<file path="config.mk">
export PLATFORM = sky130hd
export DESIGN_NAME = sram_write_seq
export DESIGN_NICKNAME = d
export VERILOG_FILES = /design/src/rtl/sram_wr_pkg.sv /design/src/rtl/sram_wr_ctrl.sv /design/src/rtl/sram_wr_datapath.sv /design/src/rtl/sram_write_seq.sv
export SDC_FILE = /design/constraint.sdc
export NUM_CORES = 1
export LEC_CHECK = 0
export ABC_AREA = 1
export BUFFER_PORTS_ARGS = -buffer_cell sky130_fd_sc_hd__buf_2
export CAP_MARGIN = 5
export CORE_MARGIN = 2
export CORE_UTILIZATION = 35
export DETAILED_ROUTE_END_ITERATION = 7
export SLEW_MARGIN = 40
export SYNTH_ARGS = -nofsm -noshare
export SYNTH_HDL_FRONTEND = slang
export SYNTH_SLANG_ARGS = --single-unit
</file>
<file path="constraint.sdc">
create_clock -name clk -period 2.15 [get_ports clk]
set_clock_uncertainty 0.05 [all_clocks]
set_input_delay 0.3225 -clock clk [delete_from_list [all_inputs] [get_ports clk]]
set_output_delay 0.3225 -clock clk [all_outputs]
set_load 0.01 [all_outputs]
</file>
<file path="src/rtl/sram_wr_pkg.sv">
package sram_wr_pkg;

  typedef struct packed {
    logic load;     // capture request (same cycle as acceptance)
    logic ceOn;     // chip-enable asserted
    logic weOn;     // write-enable asserted
    logic driveOn;  // data bus driven
  } wrStrobes_t;

  function automatic int ceilCyc(input int ns, input int periodNs);
    return (ns + periodNs - 1) / periodNs;
  endfunction

  function automatic int maxOf(input int a, input int b);
    return (a > b) ? a : b;
  endfunction

endpackage

</file>
<file path="src/rtl/sram_wr_ctrl.sv">
module sram_wr_ctrl
  import sram_wr_pkg::*;
#(
  parameter int SETUP_CYC   = 1,
  parameter int PULSE_CYC   = 11,
  parameter int RECOVER_CYC = 2,
  parameter int CNT_W       = 4
) (
  input  logic       clk,
  input  logic       rstN,
  input  logic       reqValid,
  output wrStrobes_t strobes,
  output logic       busy,
  output logic       done
);

  typedef enum logic [1:0] {ST_IDLE, ST_SETUP, ST_PULSE, ST_RECOVER} wrState_t;

  localparam logic [CNT_W-1:0] SETUP_LD   = CNT_W'(SETUP_CYC - 1);
  localparam logic [CNT_W-1:0] PULSE_LD   = CNT_W'(PULSE_CYC - 1);
  localparam logic [CNT_W-1:0] RECOVER_LD = CNT_W'(RECOVER_CYC - 1);

  wrState_t         state, stateNext;
  logic [CNT_W-1:0] cnt, cntNext;
  logic             ceOnQ, weOnQ, driveOnQ, doneQ;
  logic             accept;

  assign accept = (state == ST_IDLE) && reqValid;

  always_comb begin
    stateNext = state;
    cntNext   = (cnt != '0) ? cnt - 1'b1 : cnt;
    unique case (state)
      ST_IDLE: if (reqValid) begin
        stateNext = ST_SETUP;
        cntNext   = SETUP_LD;
      end
      ST_SETUP: if (cnt == '0) begin
        stateNext = ST_PULSE;
        cntNext   = PULSE_LD;
      end
      ST_PULSE: if (cnt == '0) begin
        stateNext = ST_RECOVER;
        cntNext   = RECOVER_LD;
      end
      ST_RECOVER: if (cnt == '0) begin
        stateNext = ST_IDLE;
        cntNext   = '0;
      end
      default: stateNext = ST_IDLE;
    endcase
  end

  always_ff @(posedge clk) begin
    if (!rstN) begin
      state    <= ST_IDLE;
      cnt      <= '0;
      ceOnQ    <= 1'b0;
      weOnQ    <= 1'b0;
      driveOnQ <= 1'b0;
      doneQ    <= 1'b0;
    end else begin
      state    <= stateNext;
      cnt      <= cntNext;
      ceOnQ    <= (stateNext != ST_IDLE);
      weOnQ    <= (stateNext == ST_PULSE);
      driveOnQ <= (stateNext == ST_PULSE) || (stateNext == ST_RECOVER);
      doneQ    <= (state == ST_RECOVER) && (stateNext == ST_IDLE);
    end
  end

  assign strobes.load    = accept;
  assign strobes.ceOn    = ceOnQ;
  assign strobes.weOn    = weOnQ;
  assign strobes.driveOn = driveOnQ;
  assign busy            = (state != ST_IDLE);
  assign done            = doneQ;

endmodule

</file>
<file path="src/rtl/sram_wr_datapath.sv">
module sram_wr_datapath
  import sram_wr_pkg::*;
#(
  parameter int ADDR_W = 15,
  parameter int DATA_W = 8
) (
  input  logic              clk,
  input  logic              rstN,
  input  wrStrobes_t        strobes,
  input  logic [ADDR_W-1:0] reqAddr,
  input  logic [DATA_W-1:0] reqData,
  output logic              sramCeN,
  output logic              sramWeN,
  output logic              sramOeN,
  output logic [ADDR_W-1:0] sramAddr,
  output logic [DATA_W-1:0] sramDataOut,
  output logic              sramDataOe
);

  logic [ADDR_W-1:0] addrQ;
  logic [DATA_W-1:0] dataQ;

  always_ff @(posedge clk) begin
    if (!rstN) begin
      addrQ <= '0;
      dataQ <= '0;
    end else if (strobes.load) begin
      addrQ <= reqAddr;
      dataQ <= reqData;
    end
  end

  assign sramAddr    = addrQ;
  assign sramDataOut = dataQ;
  assign sramDataOe  = strobes.driveOn;
  assign sramCeN     = ~strobes.ceOn;
  assign sramWeN     = ~strobes.weOn;
  assign sramOeN     = 1'b1;

endmodule

</file>
<file path="src/rtl/sram_write_seq.sv">
module sram_write_seq
  import sram_wr_pkg::*;
#(
  parameter int ADDR_W          = 15,
  parameter int DATA_W          = 8,
  parameter int CLK_PERIOD_NS   = 5,
  parameter int T_ADDR_SETUP_NS = 0,
  parameter int T_PULSE_NS      = 55,
  parameter int T_ADDR_VALID_NS = 55,
  parameter int T_DATA_SETUP_NS = 30,
  parameter int T_RECOVER_NS    = 5,
  parameter int T_HOLD_NS       = 0,
  parameter int T_CYCLE_NS      = 70
) (
  input  logic              clk,
  input  logic              rstN,
  input  logic              reqValid,
  input  logic [ADDR_W-1:0] reqAddr,
  input  logic [DATA_W-1:0] reqData,
  output logic              busy,
  output logic              done,
  output logic              sramCeN,
  output logic              sramWeN,
  output logic              sramOeN,
  output logic [ADDR_W-1:0] sramAddr,
  output logic [DATA_W-1:0] sramDataOut,
  output logic              sramDataOe
);

  localparam int SETUP_CYC = maxOf(1, ceilCyc(T_ADDR_SETUP_NS, CLK_PERIOD_NS));
  localparam int PULSE_CYC = maxOf(1, maxOf(
      maxOf(ceilCyc(T_PULSE_NS, CLK_PERIOD_NS), ceilCyc(T_DATA_SETUP_NS, CLK_PERIOD_NS)),
      ceilCyc(T_ADDR_VALID_NS, CLK_PERIOD_NS) - SETUP_CYC));
  localparam int RECOVER_CYC = maxOf(1, maxOf(
      maxOf(ceilCyc(T_RECOVER_NS, CLK_PERIOD_NS), ceilCyc(T_HOLD_NS, CLK_PERIOD_NS)),
      ceilCyc(T_CYCLE_NS, CLK_PERIOD_NS) - SETUP_CYC - PULSE_CYC));
  localparam int MAX_CYC = maxOf(SETUP_CYC, maxOf(PULSE_CYC, RECOVER_CYC));
  localparam int CNT_W   = $clog2(MAX_CYC + 1);

  wrStrobes_t strobes;

  sram_wr_ctrl #(
    .SETUP_CYC  (SETUP_CYC),
    .PULSE_CYC  (PULSE_CYC),
    .RECOVER_CYC(RECOVER_CYC),
    .CNT_W      (CNT_W)
  ) ctrl_i (
    .clk     (clk),
    .rstN    (rstN),
    .reqValid(reqValid),
    .strobes (strobes),
    .busy    (busy),
    .done    (done)
  );

  sram_wr_datapath #(
    .ADDR_W(ADDR_W),
    .DATA_W(DATA_W)
  ) dp_i (
    .clk        (clk),
    .rstN       (rstN),
    .strobes    (strobes),
    .reqAddr    (reqAddr),
    .reqData    (reqData),
    .sramCeN    (sramCeN),
    .sramWeN    (sramWeN),
    .sramOeN    (sramOeN),
    .sramAddr   (sramAddr),
    .sramDataOut(sramDataOut),
    .sramDataOe (sramDataOe)
  );

endmodule

</file>
==> run summary <==
Outcome = completed
Initial antenna violation count = 0
Number of global-route vias before repair = 1,058
Clk root buf = clkbuf_8
Max-slew violation count = 0
I/O Buffers = 53
Vias per std cell = 4.30
CP required = 2.27 ns
Setup violators final = 0
DRC viols = 0
First-pass GRT wire length = 4810 um
Worst slack, placed = 0.592 ns
Largest net degree at the start of global routing = 28
Crit path capture type = register
Initial drt markers = 54
Power Dens Cells = 1370 nW/um^2
Avg Synthesized Cell Area = 8.01 sq um
Leak = 0.870 nW
RSZ-0062 raised after global routing = no
Post_cts resized = 0
Switching Fraction = 36.0%
Peak supply drop = 0.537 mV
CP Data Arrival Time = 1.69 ns
CTS max path bufs = 2
Crit-path cells = inv_1 > ha_1 > nand2_2 > ha_1 > nor2_1 > nand2_1 > nand2_1 > o21ai_0 > inv_1
Final cell count without fillers = 267
Post-Syn Nets = 194
Synth top area share = 50.0%
Fin crit share = 73.1%
Die width = 65.4 um
GP Congestion = 0.815
Area grow syn2layout = 28.3%
Post-synth cell types = 26
Post-CTS setup repair buffer count = 0
Number of synthesized register bits = 33
Routed WL = 2670 um
Reg clk slew, reported paths = 0.07 ns
Crit-path max cell delay = 0.32 ns
Remaining global-route overflow = 0
Critical-path maximum fanout = 7
Seq/Total Area, Yosys = 50.0%
Die H = 65.4 um
Share of layout cells above drive strength 1 = 31.1%
Switch Pwr = 0.837 mW
Internal = 1.49 mW
Post-DP HPWL = 1850 um
Total CTS buffers = 5
Netlist Area Pre-Place = 1320 sq um
Gr usage total = 14.6%
Layout Nets = 247
Row cnt = 22
Setup ws final = 0.578 ns
Seq pwr share = 38.1%
Core area = 3630 sq um
Htree depth = 2
Synth warn = 0
Part of the power in combinational logic = 36.4%
I/O pin cnt = 55
Fmax = 636 MHz
Final hold viol count = 0
Setup Total Neg Slack = 0 ns
Ant. Diodes = 0
Iteration count of the initial detailed-routing pass = 4
Antenna-violating nets left = 0
Area leader, netlist = dfxtp_1
Min Tclk post-route = 1.57 ns
Area contributors post-synth = dfxtp_1 (50%), nor2_1 (16%), o21ai_0 (7.6%)
Via count = 1,148
Slowest stage cell, crit path = dfxtp_1
Initial Util = 36.4%
Clock Latency Late Sink = 0.28 ns
Clk pwr share = 25.5%
Hold Crit Class = primary input to register
Cts-stage hold buffer count = 0
Startpoint Class = register
Total die area = 4280 sq um
# Max-Cap Violations = 0
Clock Sinks = 33
Synth Instances = 165
WS Path Type = register to register
Avg WL per Cell = 9.99 um
CTS tree = yes
Placed cell count = 259
-- sequential cells by signal, indices dropped and copies added (netlist names) --
signal,cells
ctrl_i.done,1
ctrl_i.weOnQ,1
ctrl_i.ceOnQ,1
ctrl_i.state,2
dp_i.sramDataOut,8
ctrl_i.cnt,4
dp_i.sramAddr,15
ctrl_i.driveOnQ,1
-- placed cells by master (no fill, tap or decap) --
cell	instances
a21oi_1	2
nor2_2	1
ha_1	3
nor2_1	55
o21ai_1	4
conb_1	1
inv_8	1
o21ai_0	20
nand2_2	1
nand3_1	3
nand2_8	1
nand2_1	12
clkbuf_1	1
nor3_1	2
bufinv_16	1
buf_2	53
xnor2_1	1
nor2_4	1
inv_1	13
dfxtp_1	33
nor3b_2	1
nand3_2	1
inv_2	1
clkbuf_8	6
nand4_1	1
-- critical path, delay by kind of cell, from the launching register on --
family | cells | cell delay (ns)
buffers and inverters | 2 | 0.16
flip-flops | 1 | 0.32
AO/OA/AOI/OAI | 1 | 0.13
AND/OR/NAND/NOR | 4 | 0.27
adder cells (fa/ha/maj) | 2 | 0.53
-- metal layers --
| metal | track usage (%) | share of wire [%] | vias up |
|---|---|---|---|
| li1 | - | - | 617 |
| met4 | 5.47 | 0.86 | 0 |
| met2 | 22.7 | 44 | 33 |
| met5 | 0 | 0 | - |
| met1 | 17.2 | 46 | 493 |
| met3 | 7.53 | 8.8 | 5 |
-- synthesized netlist by cell type --
library cell / number
nand2_1: 12
clkbuf_1: 1
nand3_1: 3
inv_8: 1
a21oi_1: 2
nor3b_2: 1
o21ai_0: 20
o21ai_1: 4
nand2_2: 1
xnor2_1: 1
nor2_4: 1
buf_4: 1
buf_1: 1
dfxtp_1: 33
nor2_1: 55
nand2_8: 1
buf_8: 2
conb_1: 1
nor2_2: 1
nand3_2: 1
inv_2: 1
ha_1: 3
inv_1: 13
buf_6: 2
nand4_1: 1
nor3_1: 2
-- stage by stage --
step	power (mW)	util (%)	instance area [sq um]	hold slack, ns
2_1_floorplan	1.55	-	1320	0.408
3_3_place_gp	1.75	43.5	1580	0.410
3_5_place_dp	1.75	43.5	1580	0.420
4_1_cts	2.35	46.7	1700	0.221
5_1_grt	2.55	46.7	1700	0.242
6_report	2.32	46.7	1700	0.226
-- power by group through the flow --
stage               sequential (mW)  combinational (mW)  clock [mW]
floorplan                     0.947               0.606           0
global placement              0.898               0.848           0
detailed placement            0.899               0.854           0
CTS                           0.887               0.856       0.610
global route                  0.909               0.989       0.647
finish                        0.886               0.845       0.593
-- cell families (layout without fill, tap and decap cells) --
family	count (synthesis)	after routing	synth area share, %
flip-flops	33	33	50.0
XOR/XNOR	1	1	0.663
buffers and inverters	22	76	9.94
other	1	1	0.284
adder cells (fa/ha/maj)	3	3	2.84
AO/OA/AOI/OAI	26	26	9.85
AND/OR/NAND/NOR	79	79	26.4
-- final cells by class --
cell class	instances	area, sq um
inverter	15	63.8
clock buffer	7	86.3
clock inverter	1	30.0
sequential	33	661
multi-input combinational	110	529
tap	48	60.1
fill	399	1940
timing repair buffer	53	265
-- final timing paths --
kind,from,endpoint,slack (ns),cells past startpoint
worst max-delay path,ctrl_i.cnt[0]$_SDFF_PN0_,ctrl_i.cnt[0]$_SDFF_PN0_,0.58,9
worst min-delay path,reqData[3],dp_i.sramDataOut[3]$_SDFFE_PN0P_,0.23,3
worst max register to register,ctrl_i.cnt[0]$_SDFF_PN0_,ctrl_i.cnt[0]$_SDFF_PN0_,0.58,9
worst min register to register,dp_i.sramDataOut[5]$_SDFFE_PN0P_,dp_i.sramDataOut[5]$_SDFFE_PN0P_,0.43,2
No activity file was read; power rests on OpenSTA's default activity.
